[src/rtl/sio_irq_pkg.sv]
package sio_irq_pkg;
   localparam int VEC_W  = 8;
   localparam int CODE_W = 3;

   typedef enum logic [1:0] {
      RXM_OFF  = 2'b00,
      RXM_ALLA = 2'b01,
      RXM_ALLB = 2'b10,
      RXM_SPEC = 2'b11
   } rx_mode_e;

   localparam logic [2:0] ADR_CTL  = 3'd0;
   localparam logic [2:0] ADR_PAR  = 3'd1;
   localparam logic [2:0] ADR_XEN  = 3'd2;
   localparam logic [2:0] ADR_VEC  = 3'd3;
   localparam logic [2:0] ADR_VCTL = 3'd4;
   localparam logic [2:0] ADR_CMD  = 3'd5;

   localparam int CMD_ERR = 0;
   localparam int CMD_TX  = 1;
   localparam int CMD_EXT = 2;
   localparam int CMD_RST = 3;

   localparam logic [CODE_W-1:0] CODE_NONE = 3'b011;

   typedef struct packed {
      logic ext;
      logic tx;
      logic rx;
      logic spec;
   } pend_t;

   // kind index: 0 special, 1 receive, 2 transmit, 3 external
   function automatic logic [1:0] kind_code(input int kind);
      case (kind)
         0:       return 2'b11;
         1:       return 2'b10;
         2:       return 2'b00;
         default: return 2'b01;
      endcase
   endfunction
endpackage

[src/rtl/sio_irq_chan.sv]
module sio_irq_chan
   import sio_irq_pkg::*;
#(
   parameter int NSRC = 6
) (
   input  logic            clk,
   input  logic            rst_n,
   input  logic            wr_sel,
   input  logic [2:0]      wr_addr,
   input  logic [7:0]      wr_data,
   input  logic            rx_avail,
   input  logic            rx_par_err,
   input  logic            rx_ovr,
   input  logic            rx_eof,
   input  logic            rx_pop_req,
   output logic            rx_pop,
   input  logic            tx_empty,
   input  logic            tx_load,
   input  logic [NSRC-1:0] ext_evt,
   output pend_t           pend,
   output logic            hold
);
   rx_mode_e        mode_q;
   logic            parsp_q, paren_q, txie_q, mie_q;
   logic [NSRC-1:0] xen_q, xip_q;
   logic            txip_q, hold_q, rel_q;

   logic wr_ctl, wr_par, wr_xen, wr_cmd;
   logic cmd_err, cmd_tx, cmd_ext, cmd_rst;
   logic head_special, rx_on, freeze_now;
   logic unused_data;

   assign wr_ctl  = wr_sel && (wr_addr == ADR_CTL);
   assign wr_par  = wr_sel && (wr_addr == ADR_PAR);
   assign wr_xen  = wr_sel && (wr_addr == ADR_XEN);
   assign wr_cmd  = wr_sel && (wr_addr == ADR_CMD);
   assign cmd_err = wr_cmd && wr_data[CMD_ERR];
   assign cmd_tx  = wr_cmd && wr_data[CMD_TX];
   assign cmd_ext = wr_cmd && wr_data[CMD_EXT];
   assign cmd_rst = wr_cmd && wr_data[CMD_RST];
   assign unused_data = ^wr_data;

   assign head_special = rx_avail &&
                         (rx_ovr || rx_eof || (rx_par_err && parsp_q && paren_q));
   assign rx_on        = (mode_q != RXM_OFF);
   assign freeze_now   = head_special && rx_on && !rel_q;
   assign rx_pop       = rx_pop_req && !hold_q && !freeze_now;

   always_ff @(posedge clk or negedge rst_n) begin
      if (!rst_n) begin
         mode_q  <= RXM_OFF;
         parsp_q <= 1'b0;
         paren_q <= 1'b0;
         txie_q  <= 1'b0;
         mie_q   <= 1'b0;
         xen_q   <= '0;
         xip_q   <= '0;
         txip_q  <= 1'b0;
         hold_q  <= 1'b0;
         rel_q   <= 1'b0;
      end else if (cmd_rst) begin
         mode_q  <= RXM_OFF;
         parsp_q <= 1'b0;
         txie_q  <= 1'b0;
         mie_q   <= 1'b0;
         xen_q   <= '0;
         xip_q   <= '0;
         txip_q  <= 1'b0;
         hold_q  <= 1'b0;
         rel_q   <= 1'b0;
      end else begin
         if (wr_ctl) begin
            mode_q  <= rx_mode_e'(wr_data[1:0]);
            parsp_q <= wr_data[2];
            txie_q  <= wr_data[3];
            mie_q   <= wr_data[4];
         end
         if (wr_par) paren_q <= wr_data[0];
         if (wr_xen) xen_q   <= wr_data[NSRC-1:0];

         if (cmd_tx || tx_load)      txip_q <= 1'b0;
         else if (tx_empty && txie_q) txip_q <= 1'b1;

         if (cmd_ext) xip_q <= '0;
         else         xip_q <= xip_q | (ext_evt & xen_q & {NSRC{mie_q}});

         if (cmd_err)         hold_q <= 1'b0;
         else if (freeze_now) hold_q <= 1'b1;

         if (rx_pop)       rel_q <= 1'b0;
         else if (cmd_err) rel_q <= hold_q;
      end
   end

   assign pend.spec = hold_q;
   assign pend.rx   = rx_avail && !head_special &&
                      ((mode_q == RXM_ALLA) || (mode_q == RXM_ALLB));
   assign pend.tx   = txip_q;
   assign pend.ext  = |xip_q;
   assign hold      = hold_q;
endmodule

[src/rtl/sio_irq_prio.sv]
module sio_irq_prio
   import sio_irq_pkg::*;
#(
   parameter int NCH = 2
) (
   input  logic [4*NCH-1:0]  req,
   output logic              any,
   output logic [CODE_W-1:0] code
);
   localparam int NREQ = 4 * NCH;

   always_comb begin
      any  = |req;
      code = CODE_NONE;
      for (int k = NREQ - 1; k >= 0; k--) begin
         if (req[k]) code = {((k / 4) == 0), kind_code(k % 4)};
      end
   end
endmodule

[src/rtl/sio_irq_vec.sv]
module sio_irq_vec
   import sio_irq_pkg::*;
(
   input  logic [VEC_W-1:0]  vec,
   input  logic [CODE_W-1:0] code,
   input  logic              vis,
   input  logic              sh,
   input  logic              ack,
   output logic [VEC_W-1:0]  vec_out
);
   logic [VEC_W-1:0] mod;

   always_comb begin
      mod = vec;
      if (vis) begin
         if (sh) begin
            for (int b = 0; b < CODE_W; b++) mod[4 + b] = code[CODE_W - 1 - b];
         end else begin
            mod[3:1] = code;
         end
      end
      vec_out = ack ? mod : '0;
   end
endmodule

[src/rtl/sio_irq_ctrl.sv]
module sio_irq_ctrl
   import sio_irq_pkg::*;
#(
   parameter int NCH  = 2,
   parameter int NSRC = 6,
   localparam int CH_W = (NCH > 1) ? $clog2(NCH) : 1
) (
   input  logic                 clk,
   input  logic                 rst_n,
   input  logic                 wr_en,
   input  logic [CH_W-1:0]      wr_ch,
   input  logic [2:0]           wr_addr,
   input  logic [7:0]           wr_data,
   input  logic [NCH-1:0]       rx_avail,
   input  logic [NCH-1:0]       rx_par_err,
   input  logic [NCH-1:0]       rx_ovr,
   input  logic [NCH-1:0]       rx_eof,
   input  logic [NCH-1:0]       rx_pop_req,
   output logic [NCH-1:0]       rx_pop,
   input  logic [NCH-1:0]       tx_empty,
   input  logic [NCH-1:0]       tx_load,
   input  logic [NCH*NSRC-1:0]  ext_evt,
   input  logic                 int_ack,
   output logic                 irq,
   output logic [VEC_W-1:0]     vec_out,
   output logic [VEC_W-1:0]     vec_reg
);
   generate
      if (NCH != 2) begin : g_bad_nch
         $error("sio_irq_ctrl: the 3-bit status code covers exactly two channels");
      end
      if (NSRC < 1 || NSRC > 8) begin : g_bad_nsrc
         $error("sio_irq_ctrl: NSRC must be 1 to 8");
      end
   endgenerate

   logic [4*NCH-1:0]  req_flat;
   logic [NCH-1:0]    hold_w;
   logic              any_w;
   logic [CODE_W-1:0] code_w, code_q;
   logic [VEC_W-1:0]  vec_q;
   logic              vis_q, sh_q, irq_q;

   for (genvar c = 0; c < NCH; c++) begin : g_ch
      pend_t p;
      sio_irq_chan #(.NSRC(NSRC)) u_chan (
         .clk        (clk),
         .rst_n      (rst_n),
         .wr_sel     (wr_en && (wr_ch == CH_W'(c))),
         .wr_addr    (wr_addr),
         .wr_data    (wr_data),
         .rx_avail   (rx_avail[c]),
         .rx_par_err (rx_par_err[c]),
         .rx_ovr     (rx_ovr[c]),
         .rx_eof     (rx_eof[c]),
         .rx_pop_req (rx_pop_req[c]),
         .rx_pop     (rx_pop[c]),
         .tx_empty   (tx_empty[c]),
         .tx_load    (tx_load[c]),
         .ext_evt    (ext_evt[c*NSRC +: NSRC]),
         .pend       (p),
         .hold       (hold_w[c])
      );
      assign req_flat[c*4 +: 4] = {p.ext, p.tx, p.rx, p.spec};
   end

   sio_irq_prio #(.NCH(NCH)) u_prio (
      .req  (req_flat),
      .any  (any_w),
      .code (code_w)
   );

   always_ff @(posedge clk or negedge rst_n) begin
      if (!rst_n) begin
         vec_q  <= '0;
         vis_q  <= 1'b0;
         sh_q   <= 1'b0;
         irq_q  <= 1'b0;
         code_q <= CODE_NONE;
      end else begin
         if (wr_en && wr_addr == ADR_VEC) vec_q <= wr_data;
         if (wr_en && wr_addr == ADR_VCTL) begin
            vis_q <= wr_data[0];
            sh_q  <= wr_data[1];
         end
         irq_q  <= any_w;
         code_q <= code_w;
      end
   end

   sio_irq_vec u_vec (
      .vec     (vec_q),
      .code    (code_q),
      .vis     (vis_q),
      .sh      (sh_q),
      .ack     (int_ack),
      .vec_out (vec_out)
   );

   assign irq     = irq_q;
   assign vec_reg = vec_q;
endmodule

[config.mk]
export PLATFORM = sky130hd
export DESIGN_NAME = sio_irq_ctrl
export DESIGN_NICKNAME = d
export VERILOG_FILES = /design/src/rtl/sio_irq_pkg.sv /design/src/rtl/sio_irq_chan.sv /design/src/rtl/sio_irq_prio.sv /design/src/rtl/sio_irq_vec.sv /design/src/rtl/sio_irq_ctrl.sv
export SDC_FILE = /design/constraint.sdc
export NUM_CORES = 1
export LEC_CHECK = 0
export BUFFER_PORTS_ARGS = -buffer_cell sky130_fd_sc_hd__buf_2
export CAP_MARGIN = 20
export CORE_AREA = 3 3 80 82
export CTS_CLUSTER_SIZE = 12
export DETAILED_ROUTE_END_ITERATION = 7
export DIE_AREA = 0 0 83 85
export PLACE_DENSITY = 0.67
export SLEW_MARGIN = 20
export SYNTH_ARGS = -nofsm -noshare
export SYNTH_HDL_FRONTEND = slang
export SYNTH_SLANG_ARGS = --single-unit
[constraint.sdc]
create_clock -name clk -period 2.2 [get_ports clk]
set_input_delay 0.55 -clock clk [delete_from_list [all_inputs] [get_ports clk]]
set_output_delay 0.55 -clock clk [all_outputs]
set_load 0.03 [all_outputs]
Yosys cells after proc, flatten, opt, wreduce, memory -nomap -nowiden
Index checks and enable logic that the tools add are counted.

cells by class
  reductions and logical operators = 74
  equal/unequal tests = 9
  bitwise operators = 9
  multiplexer cells = 54

operators with widths
  cell                count
  $mux 6              9
  $logic_and 1x1->1   40
  $mux 1              30
  $and 6x6->6         4
  $mux 3              6
  $reduce_bool 3->1   6
  $reduce_or 18->1    1
  $mux 2              8
  $or 6x6->6          2
  $reduce_bool 2->1   6
  $reduce_or 6->1     2
  $logic_not 1->1     8
  $logic_or 1x1->1    8
  $mux 8              1
  $eq 3x2->1 const B  2
  $eq 3x3->1 const B  2
  $eq 2x1->1 const B  2
  $eq 2x2->1 const B  2
  $reduce_and 2->1    2
  $eq 3x1->1 const B  1
  $logic_not 3->1     1
  $not 1->1           3

storage, ports and cells
  output and inout port bits = 19
  register bits after elaboration = 56
  bits of input ports = 42

Logic depth before layout (Yosys ltp)
Gate-level depths: netlist of the first run.

  word-level depth = 13
  mapped depth = 6
  mapped depth without buffers = 6

Modules after synthesis
A second synthesis of the first run with hierarchy kept.

second synthesis, totals
  cells, all modules = 245
  area, all modules = 2670.1 um2

modules (own cells, without submodules)
  module        area an instance (um2)  cells each  times used  sequential area each (um2)
  sio_irq_chan  980.9                   92          2           525.5
  sio_irq_ctrl  514.2                   28          1           352.8
  sio_irq_vec   137.6                   21          1           0.0
  sio_irq_prio  56.3                    12          1           0.0

Least setup slack after synthesis of the first run
Ideal clock, no wire load.

  path type = register -> output
  start point = register vec_q[4], in the netlist vec_reg[4]
  end point = output port vec_out[4]
  stages on the path, launching flop included = 3
  required time = 1.650 ns
  arrival = 1.307 ns
  path slack = 0.343 ns
  path buffers = 0
  path through = dfrtp_1 > nand2_1 > a21boi_0

on the way
  word-level cells in the longest chain between the ends = 3

ends and longest elaborated chain
  element                   line                source
  start: declaration        sio_irq_ctrl.sv:41  logic [VEC_W-1:0] vec_q;
  start signal: assignment  sio_irq_ctrl.sv:81  if (wr_en && wr_addr == ADR_VEC) vec_q <= wr_data;
  $mux 3                    sio_irq_vec.sv:16   if (sh) begin
  $mux 6 (*)                sio_irq_vec.sv:15   if (vis) begin
  $mux 8 (*)                sio_irq_vec.sv:22   vec_out = ack ? mod : '0;
  end: declaration          sio_irq_ctrl.sv:25  output logic [VEC_W-1:0] vec_out,

Mark *: on every way between the ends. The rest lies on a longest branch, timed or not.

Worst setup path in the final report of the first run
  start point = register g_ch[1].u_chan.mode_q[0]
  end point = output port rx_pop[1]

on the way
  word-level cells in the longest chain between the ends = 5

ends and longest elaborated chain
  element                         line                source
  start: declaration              sio_irq_chan.sv:23  rx_mode_e mode_q;
  start signal: assignment        sio_irq_chan.sv:73  mode_q <= rx_mode_e'(wr_data[1:0]);
  $reduce_bool 2->1               sio_irq_chan.sv:45  assign rx_on = (mode_q != RXM_OFF);
  $logic_and 1x1->1 (2 in a row)  sio_irq_chan.sv:46  assign freeze_now = head_special && rx_on && !rel_q;
  $logic_not 1->1                 sio_irq_chan.sv:47  assign rx_pop = rx_pop_req && !hold_q && !freeze_now;
  $logic_and 1x1->1               sio_irq_chan.sv:47
  end: declaration                sio_irq_ctrl.sv:19  output logic [NCH-1:0] rx_pop,

No other way between the ends.

==> results of run 1 <==
==> metrics by stage <==
stage	hold WS, ns	setup slack (ns)	total power, mW	instances	cell area [sq um]
after CTS	0.207	0.0766	2.86	374	3090
after floorplan	0.254	0.343	2.01	234	2570
after global routing	0.214	0.00498	3.05	374	3090
after global placement	0.456	0.116	2.24	366	2970
final	0.197	0.0992	2.84	374	3090
after detailed placement	0.456	0.0782	2.27	366	2970
==> timing repair <==
item                                    4_1_cts  5_1_grt
gates resized for setup                       3        1
pin swaps                                     0        0
endpoints found under the setup margin        2        1
==> cell usage after synthesis, types with 2 or more instances <==
| cell type | n | area, sq um |
|---|---|---|
| nor4_2 | 2 | 25.0 |
| nor2b_1 | 5 | 31.3 |
| a21boi_0 | 3 | 22.5 |
| nand2b_1 | 4 | 25.0 |
| dfrtp_1 | 54 | 1350 |
| a211oi_1 | 4 | 30.0 |
| inv_1 | 5 | 18.8 |
| ha_1 | 2 | 25.0 |
| dfstp_2 | 2 | 52.6 |
| and3_1 | 2 | 12.5 |
| nor2_1 | 33 | 124 |
| nand4b_1 | 2 | 17.5 |
| and2_1 | 4 | 25.0 |
| mux2_2 | 12 | 135 |
| nand3_1 | 11 | 55.1 |
| o21a_1 | 2 | 15.0 |
| clkbuf_1 | 3 | 11.3 |
| a21oi_1 | 10 | 50.1 |
| a31oi_1 | 14 | 87.6 |
| nand2_1 | 13 | 48.8 |
| a311oi_1 | 2 | 17.5 |
| or2_2 | 2 | 12.5 |
| buf_2 | 3 | 15.0 |
| buf_4 | 2 | 15.0 |
| mux2i_1 | 19 | 190 |
==> area by class of cell <==
class / count / area share (%)
flip-flops and latches: 56 / 45.4
multi-input cells: 165 / 36.6
repair buffers: 65 / 11.3
well taps: 75 / 3.03
clock buffers: 6 / 2.67
inverters: 5 / 0.607
clock inverters: 2 / 0.445
==> cell families after synthesis <==
| family | count (synthesis) | share of synthesized area (%) |
|---|---|---|
| buf+inv | 13 | 2.34 |
| mux | 31 | 12.7 |
| compound gates | 42 | 10.9 |
| flops | 56 | 54.7 |
| fa+ha+maj | 2 | 0.975 |
| simple gates | 90 | 18.5 |
==> critical path, delay by kind of cell, from the launching register on <==
family	cells	cell delay, ns
buffers and inverters	2	0.23
DFF	1	0.36
AOI/OAI and AO/OA	1	0.32
adders and majority gates	1	0.17
and+or+nand+nor	1	0.15
==> routing by layer <==
layer / GRT usage (%) / up-vias / part of all wire (%)
met5: 0 / - / 0
met4: 5.35 / 0 / 0.80
met3: 3.88 / 5 / 4.8
met2: 26.2 / 43 / 45
met1: 26.6 / 977 / 49
li1: - / 975 / -
==> worst paths after layout <==
path	startpoint	end
max	g_ch[1].u_chan.mode_q[0]	rx_pop[1]
min	rst_n	vec_reg[7]
max reg2reg	g_ch[0].u_chan.mode_q[0]	irq
min reg2reg	g_ch[0].u_chan.txip_q	code_q[1]
max in group asynchronous	rst_n	code_q[1]
min in group clk	tx_load[1]	g_ch[1].u_chan.txip_q
==> power breakdown <==
| part | leakage, nW | total, mW | internal, mW | switching (mW) |
|---|---|---|---|---|
| sequential | 0.676 | 1.51 | 1.31 | 0.203 |
| combinational | 0.775 | 0.745 | 0.320 | 0.425 |
| clock | 0.0516 | 0.588 | 0.258 | 0.330 |
| total | 1.50 | 2.84 | 1.89 | 0.958 |
==> results.cfg, run 1 <==
[cts]
post-cts-setup-buffer-count = 0
tritoncts = yes
ctsHoldBuffers = 0
clockBufferDepth = 2
clk_latency_ns = 0.32
inserted_clock_buffers = 5
cts_num_sinks = 56
clock-root-buffer = clkbuf_8
clock_transition_time_at_the_flip_flop_clock_pins_of_the_worst_setup_and_hold_paths_ns = 0.10
cts_max_level = 2

[timing]
unrepaired_setup_endpoints_after_global_routing = no
final.period_utilization_pct = 95.5
timing.final.setup_violations = 0
timing.setup.tns_ns = 0
relSlewSlack_pct = 62.6
skew_ns = 0.0101
worst_pin_slew_ns = 0.558
fmax_mhz = 476
period_minus_slack_ns = 2.10
final-hold-violation-count = 0
final_max_slew_viol_count = 0

[hold_path]
min_path_type = input port to asynchronous set/reset pin

[critical_path]
critPathArrivalTime_ns = 1.55
crit_path_max_incr_delay_ns = 0.36
endpoint_kind = output pin
timing.critical_path.fanout_max = 3
setup.reg_to_reg.worst_slack_ns = 0.30
start_kind = flip-flop
depth_of_the_worst_register_to_register_path = 5
critical_path_class = flip-flop to output pin
crit_path_cell_trace = inv_1 -> ha_1 -> nand2b_1 -> o311a_1 -> buf_2
req_time_crit_path_ns = 1.65
slowest_stage = dfrtp_1

[grt]
grt_start_max_net_pins = 36
global_route_wire_length_before_repair_um = 9970
number_of_antenna_violations_at_the_first_check_in_global_routing = 0
overflow = 0
gr-usage-all-layers_pct = 17.9
first_global_vias = 1969

[die]
num_io_pins = 61
fp-row-count = 28
dieArea_sq_mm = 0.00706
chipHeight_um = 85
chipWidth_um = 83
floorplan.initialDensity_pct = 44.1
fp.coreArea_sq_mm = 0.00582

[flow_run]
maxCapViolations = 0

[layout]
postLayoutCoreUtil_pct = 53.2
layout.area.seq_sq_mm = 0.00140
filler_cell_count = 561
antennaDiodeCount = 0
final_common_cell = buf_2
fraction_of_layout_instances_using_a_drive_strength_above_1_pct = 31.8
most-common-layout-cells = 60 x buf_2, 54 x dfrtp_1, 33 x nor2_1
final_nets = 342
combined_area_of_the_multi_input_logic_cells_sq_mm = 0.00113
area_growth_pct = 20.5

[synth]
async_reset_ff_share_pct = 100
mappedNetlistNets = 278
post_synth.cell_area_avg_sq_um = 11.0
synthDistinctLibCells = 44
synthFlopType = dfrtp_1
ys_seq_elements = 56
synth_sequential_area_ratio_pct = 54.7
netlist_instances = 234
synth.yosys.warnings = 0
synth_edf_count = 0
syn-cell-area_sq_mm = 0.00257

[route]
detailroute.via_count = 2000
drt-initial-drc-count = 100
drc = 0
routed_wire_length_per_instance_um = 16.1
vias_per_cell = 5.35
detailedRoute.firstPassIterationCount = 4
route.antenna.remaining_nets = 0
detail_route.wirelength_um = 6000

[place]
port-buffer-count = 60
global_placement_routability_congestion = 0.760
dp_hpwl_um = 4420

[outcome]
outcome = complete, no violations

[pwr]
powerDensity_mw_per_mm2 = 919
vdd.ir_drop.worst_mv = 0.419
leakagePower_nw = 1.50
(Power assumes the default switching activity.)
==> run 2, diff against run 1 <==
--- a/config.mk
+++ b/config.mk
@@ -7,11 +7,11 @@
 export LEC_CHECK = 0
 export BUFFER_PORTS_ARGS = -buffer_cell sky130_fd_sc_hd__buf_2
 export CAP_MARGIN = 20
-export CORE_AREA = 3 3 80 82
+export CORE_AREA = 3 3 74 76
 export CTS_CLUSTER_SIZE = 12
 export DETAILED_ROUTE_END_ITERATION = 7
-export DIE_AREA = 0 0 83 85
-export PLACE_DENSITY = 0.67
+export DIE_AREA = 0 0 77 79
+export PLACE_DENSITY = 0.77
 export SLEW_MARGIN = 20
 export SYNTH_ARGS = -nofsm -noshare
 export SYNTH_HDL_FRONTEND = slang
==> constraint.sdc (replaced) <==
create_clock -name clk -period 2.2 [get_ports clk]
set_input_delay 0.55 -clock clk [delete_from_list [all_inputs] [get_ports clk]]
set_output_delay 0.55 -clock clk [all_outputs]
set_load 0.005 [all_outputs]
==> run 2 against run 1 <==
  * Clock skew is 0.0058 ns lower
  * Combinational power decreased by 17%
  * Total power decreased by 6.6%
  * Register-to-register slack got worse by 0.05 ns
  * Largest cell class unchanged
  * Critical path depth is 2 lower
  * Die area shrank 14%
  * First-iteration DRC count grew 46%
  * Final area is 0.81% lower
  * Largest power group unchanged
==> results.cfg, run 2 (same netlist as run 1, synthesis figures left out) <==
[timing]
timing.setup.tns_ns = 0
worst_pin_slew_ns = 0.541
final_max_slew_viol_count = 0
unrepaired_setup_endpoints_after_global_routing = no
fin_hold_ws_ns = 0.204
final-hold-violation-count = 0
period_minus_slack_ns = 2.07
fmax_mhz = 483
timing.final.setup_violations = 0
skew_ns = 0.00433
relSlewSlack_pct = 63.6
final.period_utilization_pct = 94.2

[cts]
cts_num_sinks = 56
clock-root-buffer = clkbuf_8
ctsResizeCount = 0
clock_transition_time_at_the_flip_flop_clock_pins_of_the_worst_setup_and_hold_paths_ns = 0.09
tritoncts = yes
clockBufferDepth = 2
cts_max_level = 2
ctsHoldBuffers = 0
post-cts-setup-buffer-count = 0
clk_latency_ns = 0.30
inserted_clock_buffers = 5

[layout]
postLayoutCoreUtil_pct = 64.1
fraction_of_layout_instances_using_a_drive_strength_above_1_pct = 31.7
most-common-layout-cells = 60 x buf_2, 54 x dfrtp_1, 33 x nor2_1
antennaDiodeCount = 0
final_nets = 344
final_common_cell = buf_2
area_growth_pct = 19.5
post_layout_nonfiller_instances = 367

[critical_path]
timing.rr.start = g_ch[1].u_chan.xip_q[2]
timing.rr.end = irq
endpoint_kind = output pin
start_kind = flip-flop
critical_path_class = flip-flop to output pin
crit_start = g_ch[1].u_chan.paren_q
setup.reg_to_reg.worst_slack_ns = 0.25
req_time_crit_path_ns = 1.65
depth_of_the_worst_register_to_register_path = 3
worst_setup_path_endpoint = rx_pop[1]
critPathArrivalTime_ns = 1.52
timing.critical_path.fanout_max = 3

[die]
num_io_pins = 61
chipWidth_um = 77
floorplan.initialDensity_pct = 53.6
fp.coreArea_sq_mm = 0.00479
dieArea_sq_mm = 0.00608
fp-row-count = 25
chipHeight_um = 79

[grt]
first_global_vias = 2039
gr-usage-all-layers_pct = 20.8
number_of_antenna_violations_at_the_first_check_in_global_routing = 0
grt_start_max_net_pins = 27
global_route_wire_length_before_repair_um = 9990
overflow = 0

[flow_run]
maxCapViolations = 0

[place]
dp_hpwl_um = 4450
place_inst = 360
global_placement_routability_congestion = 0.864
port-buffer-count = 60

[route]
routed_wire_length_per_instance_um = 16.1
route.antenna.remaining_nets = 0
detailroute.via_count = 2036
detail_route.wirelength_um = 5920
drt-initial-drc-count = 146
vias_per_cell = 5.55
drc = 0
detailedRoute.firstPassIterationCount = 4

[pwr]
powerDensity_mw_per_mm2 = 866
vdd.ir_drop.worst_mv = 0.471
leakagePower_nw = 1.50

[hold_path]
min_path_type = input port to asynchronous set/reset pin

[outcome]
outcome = complete, no violations
[run 2: changes by cell type in the layout (fill, tap and decap cells not counted)]
cell / delta
buf_4: +2
inv_6: -1
nor4b_4: -1
a311oi_1: +1
clkbuf_8: -1
a311oi_2: -1
nor4b_2: +1
clkinvlp_4: +1
[run 2: power breakdown]
part | internal [mW] | leakage [nW] | switching (mW)
Clock | 0.216 | 0.0400 | 0.313
Combinational | 0.314 | 0.779 | 0.303
Sequential | 1.31 | 0.676 | 0.203
Total | 1.84 | 1.50 | 0.818
[run 2: layout make-up]
cell class / instances / area, sq um
well taps: 67 / 83.8
fillers: 414 / 1720
multi-input cells: 165 / 1120
flip-flops and latches: 56 / 1400
repair buffers: 67 / 365
inverters: 5 / 18.8
clock inverters: 2 / 12.5
clock buffers: 5 / 68.8
[run 2: critical path: stages, from the launching register on]
cell	delay [ns]
dfrtp_1	0.39
a311oi_1	0.42
o311a_1	0.28
buf_2	0.13
[run 2: how the worst min path moves through the flow]
stage                     slack (ns)                 endpoint  depth (start not counted)
after CTS                       0.21   g_ch[0].u_chan.paren_q                          1
after global placement          0.47  g_ch[1].u_chan.xip_q[2]                          2
after detailed placement        0.46                code_q[1]                          1
final                           0.20               vec_reg[6]                          1
after floorplan                 0.25                code_q[2]                          0
after global routing            0.24               vec_reg[6]                          1
[run 2: metrics by stage]
| step | total power [mW] | area (sq um) | worst slack (ns) |
|---|---|---|---|
| global placement | 2.11 | 2980 | 0.217 |
| detailed placement | 2.15 | 2980 | 0.181 |
| floorplan | 1.88 | 2570 | 0.394 |
| global route | 2.84 | 3070 | 0.0354 |
| CTS | 2.68 | 3060 | 0.00272 |
| finish | 2.66 | 3070 | 0.128 |
[run 2: routing by layer]
layer	wire length [um]	vias to the layer above	track usage, %
met4	58	0	4.80
met5	0	-	0
met3	303	5	3.40
met2	2880	55	35.5
li1	-	977	-
met1	2680	999	28.2
==> run 3, diff against run 2 <==
--- a/config.mk
+++ b/config.mk
@@ -5,12 +5,13 @@
 export SDC_FILE = /design/constraint.sdc
 export NUM_CORES = 1
 export LEC_CHECK = 0
+export ABC_AREA = 1
 export BUFFER_PORTS_ARGS = -buffer_cell sky130_fd_sc_hd__buf_2
 export CAP_MARGIN = 20
-export CORE_AREA = 3 3 74 76
+export CORE_AREA = 3 3 76 78
 export CTS_CLUSTER_SIZE = 12
 export DETAILED_ROUTE_END_ITERATION = 7
-export DIE_AREA = 0 0 77 79
+export DIE_AREA = 0 0 79 81
 export PLACE_DENSITY = 0.77
 export SLEW_MARGIN = 20
 export SYNTH_ARGS = -nofsm -noshare
==> run 3 against run 2 <==
  * Final area grew 4.3%
  * Combinational power grew 19%
  * Total power increased by 3.9%
  * Via count rose by 21%
  * Worst hold slack worse by 0.033 ns
  * Critical endpoint unchanged
  * Sequential share of layout area shrank 1.9 points
  * Count of clock-buffer cells in the layout unchanged
  * Core utilization decreased by 1.8 points
  * Critical path depth increased by 6
  * Non-clock buffer count fell by 6
==> results.cfg, run 3 <==
[critical_path]
timing.critical_path.fanout_max = 3
critPathArrivalTime_ns = 1.38
start_kind = flip-flop
req_time_crit_path_ns = 1.65
endpoint_kind = output pin
critical_path_class = flip-flop to output pin

[cts]
post-cts-setup-buffer-count = 0
ctsResizeCount = 0
cts_num_sinks = 56
cts_max_level = 2
inserted_clock_buffers = 5
clk_latency_ns = 0.31
tritoncts = yes
clock_transition_time_at_the_flip_flop_clock_pins_of_the_worst_setup_and_hold_paths_ns = 0.10
clock-root-buffer = clkbuf_8
ctsHoldBuffers = 0
clockBufferDepth = 2

[layout]
postLayoutCellArea_sq_mm = 0.00320
post_layout_nonfiller_instances = 479
final_common_cell = nand2_1
antennaDiodeCount = 0
filler_cell_count = 499
most-common-layout-cells = 79 x nand2_1, 60 x buf_2, 55 x inv_1
postLayoutCoreUtil_pct = 62.3
area_growth_pct = 16.5
fraction_of_layout_instances_using_a_drive_strength_above_1_pct = 22.7
final_nets = 452

[synth]
synthMostInstantiatedCell = nand2_1
synth_sequential_area_ratio_pct = 51.1
synth_top_area_share_pct = 49.2
netlist_top_cells_count = 79 x nand2_1, 55 x inv_1, 54 x dfrtp_1
synth_edf_count = 0
netlist_instances = 346
cell_types_occupying_the_most_area_after_synthesis = dfrtp_1 49%, nand2_1 11%, nand3_1 8.2%
synthFlopType = dfrtp_1
synthDistinctLibCells = 23
ys_seq_elements = 56
async_reset_ff_share_pct = 100
mappedNetlistNets = 390
synth.yosys.warnings = 0
syn-cell-area_sq_mm = 0.00275
synth_area_leader_cell = dfrtp_1
post_synth.cell_area_avg_sq_um = 7.94

[pwr]
part_of_the_power_in_combinational_logic_pct = 26.5
pwr-share-clk_pct = 20.7
power_frac_seq_pct = 52.8
power_report.internal_total_mw = 1.86
netSwitchingPower_uw = 895
p_sw_share_pct = 32.4
leakagePower_nw = 1.77
vdd.ir_drop.worst_mv = 0.498
powerDensity_mw_per_mm2 = 862

[timing]
relSlewSlack_pct = 68.6
final.period_utilization_pct = 87.6
skew_ns = 0.00509
worst_pin_slew_ns = 0.471
final-hold-violation-count = 0
timing.final.setup_violations = 0
period_minus_slack_ns = 1.93
final_max_slew_viol_count = 0
setup_slack_ns = 0.273
fmax_mhz = 519
unrepaired_setup_endpoints_after_global_routing = no
timing.setup.tns_ns = 0

[grt]
grt_start_max_net_pins = 37
first_global_vias = 2457
overflow = 0
global_route_wire_length_before_repair_um = 11100
number_of_antenna_violations_at_the_first_check_in_global_routing = 0
gr-usage-all-layers_pct = 22.2

[route]
drc = 0
detail_route.wirelength_um = 6450
drt-initial-drc-count = 147
routed_wire_length_per_instance_um = 13.5
vias_per_cell = 5.13
detailedRoute.firstPassIterationCount = 4
detailroute.via_count = 2456
route.antenna.remaining_nets = 0

[hold_path]
min_path_type = input port to asynchronous set/reset pin

[place]
place_inst = 471
place_area_sq_mm = 0.00311
preCtsSetupSlack_ns = 0.479
global_placement_routability_congestion = 0.855
port-buffer-count = 60
dp_hpwl_um = 4940

[die]
dieArea_sq_mm = 0.00640
num_io_pins = 61
floorplan.initialDensity_pct = 53.5
chipWidth_um = 79
fp-row-count = 26
fp.coreArea_sq_mm = 0.00514
chipHeight_um = 81

[outcome]
outcome = complete, no violations

[flow_run]
maxCapViolations = 0
==> run 3: cell count changes after synthesis, sizes merged, moves of 13 or more <==
cell / before / now
a31oi: 14 / 0
inv: 5 / 57
mux2i: 19 / 0
nand2: 13 / 81
nand3: 11 / 47
nor2: 33 / 46
o21ai: 1 / 28
==> run 3: through the flow <==
stage,hold slack [ns],total power [mW]
6_report,0.172,2.76
5_1_grt,0.205,2.98
3_3_place_gp,0.491,2.16
3_5_place_dp,0.488,2.21
4_1_cts,0.186,2.79
2_1_floorplan,0.254,1.95
==> run 3: worst paths after layout <==
kind                                          start                       to  slack [ns]  depth (start not counted)
max                        g_ch[1].u_chan.mode_q[0]                rx_pop[1]        0.27                          9
min                                           rst_n  g_ch[1].u_chan.xip_q[5]        0.17                          1
max reg2reg                g_ch[1].u_chan.mode_q[0]                code_q[0]        0.98                          8
min reg2reg                  g_ch[0].u_chan.parsp_q   g_ch[0].u_chan.parsp_q        0.51                          2
max in group asynchronous                     rst_n      g_ch[1].u_chan.hold        1.47                          2
min in group clk                         wr_data[6]               vec_reg[6]        0.48                          3
==> run 3: final cells by class <==
cell class / count / area (sq um) / share of cell area (%)
Clock buffer: 5 / 68.8 / 2.15
Sequential cell: 56 / 1400 / 43.8
Multi-Input combinational cell: 227 / 1080 / 33.8
Clock inverter: 3 / 23.8 / 0.742
Inverter: 57 / 214 / 6.68
Timing Repair Buffer: 61 / 320 / 10.0
Tap cell: 70 / 87.6 / 2.74
==> run 3: routing by layer <==
| metal | GRT usage (%) | part of all wire [%] | vias to the layer above |
|---|---|---|---|
| li1 | - | - | 1216 |
| met1 | 28.2 | 43 | 1160 |
| met2 | 39.1 | 50 | 70 |
| met3 | 3.22 | 5.4 | 10 |
| met4 | 7.73 | 2.0 | 0 |
| met5 | 0 | 0 | - |
==> run 3: kinds of logic after synthesis <==
| logic type | after synthesis | share of synthesized area (%) |
|---|---|---|
| DFF | 56 | 51.1 |
| buffers and inverters | 63 | 9.51 |
| and+or+nand+nor | 180 | 28.8 |
| adders and majority gates | 2 | 0.910 |
| AOI/OAI and AO/OA | 45 | 9.70 |
==> run 3: power by group through the flow <==
stage	clock network [mW]	registers (mW)	logic (mW)
after global placement	0	1.47	0.696
after floorplan	0	1.43	0.515
after detailed placement	0	1.48	0.735
final	0.572	1.46	0.732
after global routing	0.623	1.49	0.867
after CTS	0.589	1.46	0.741
==> run 3: critical path: stages, from the launching register on <==
cell and delay [ns]:
dfrtp_1 0.34, inv_1 0.05, ha_1 0.18, inv_1 0.05, nand2_1 0.05, nor2_1 0.08
nand2_1 0.07, nand2_1 0.09, inv_1 0.04, buf_2 0.12
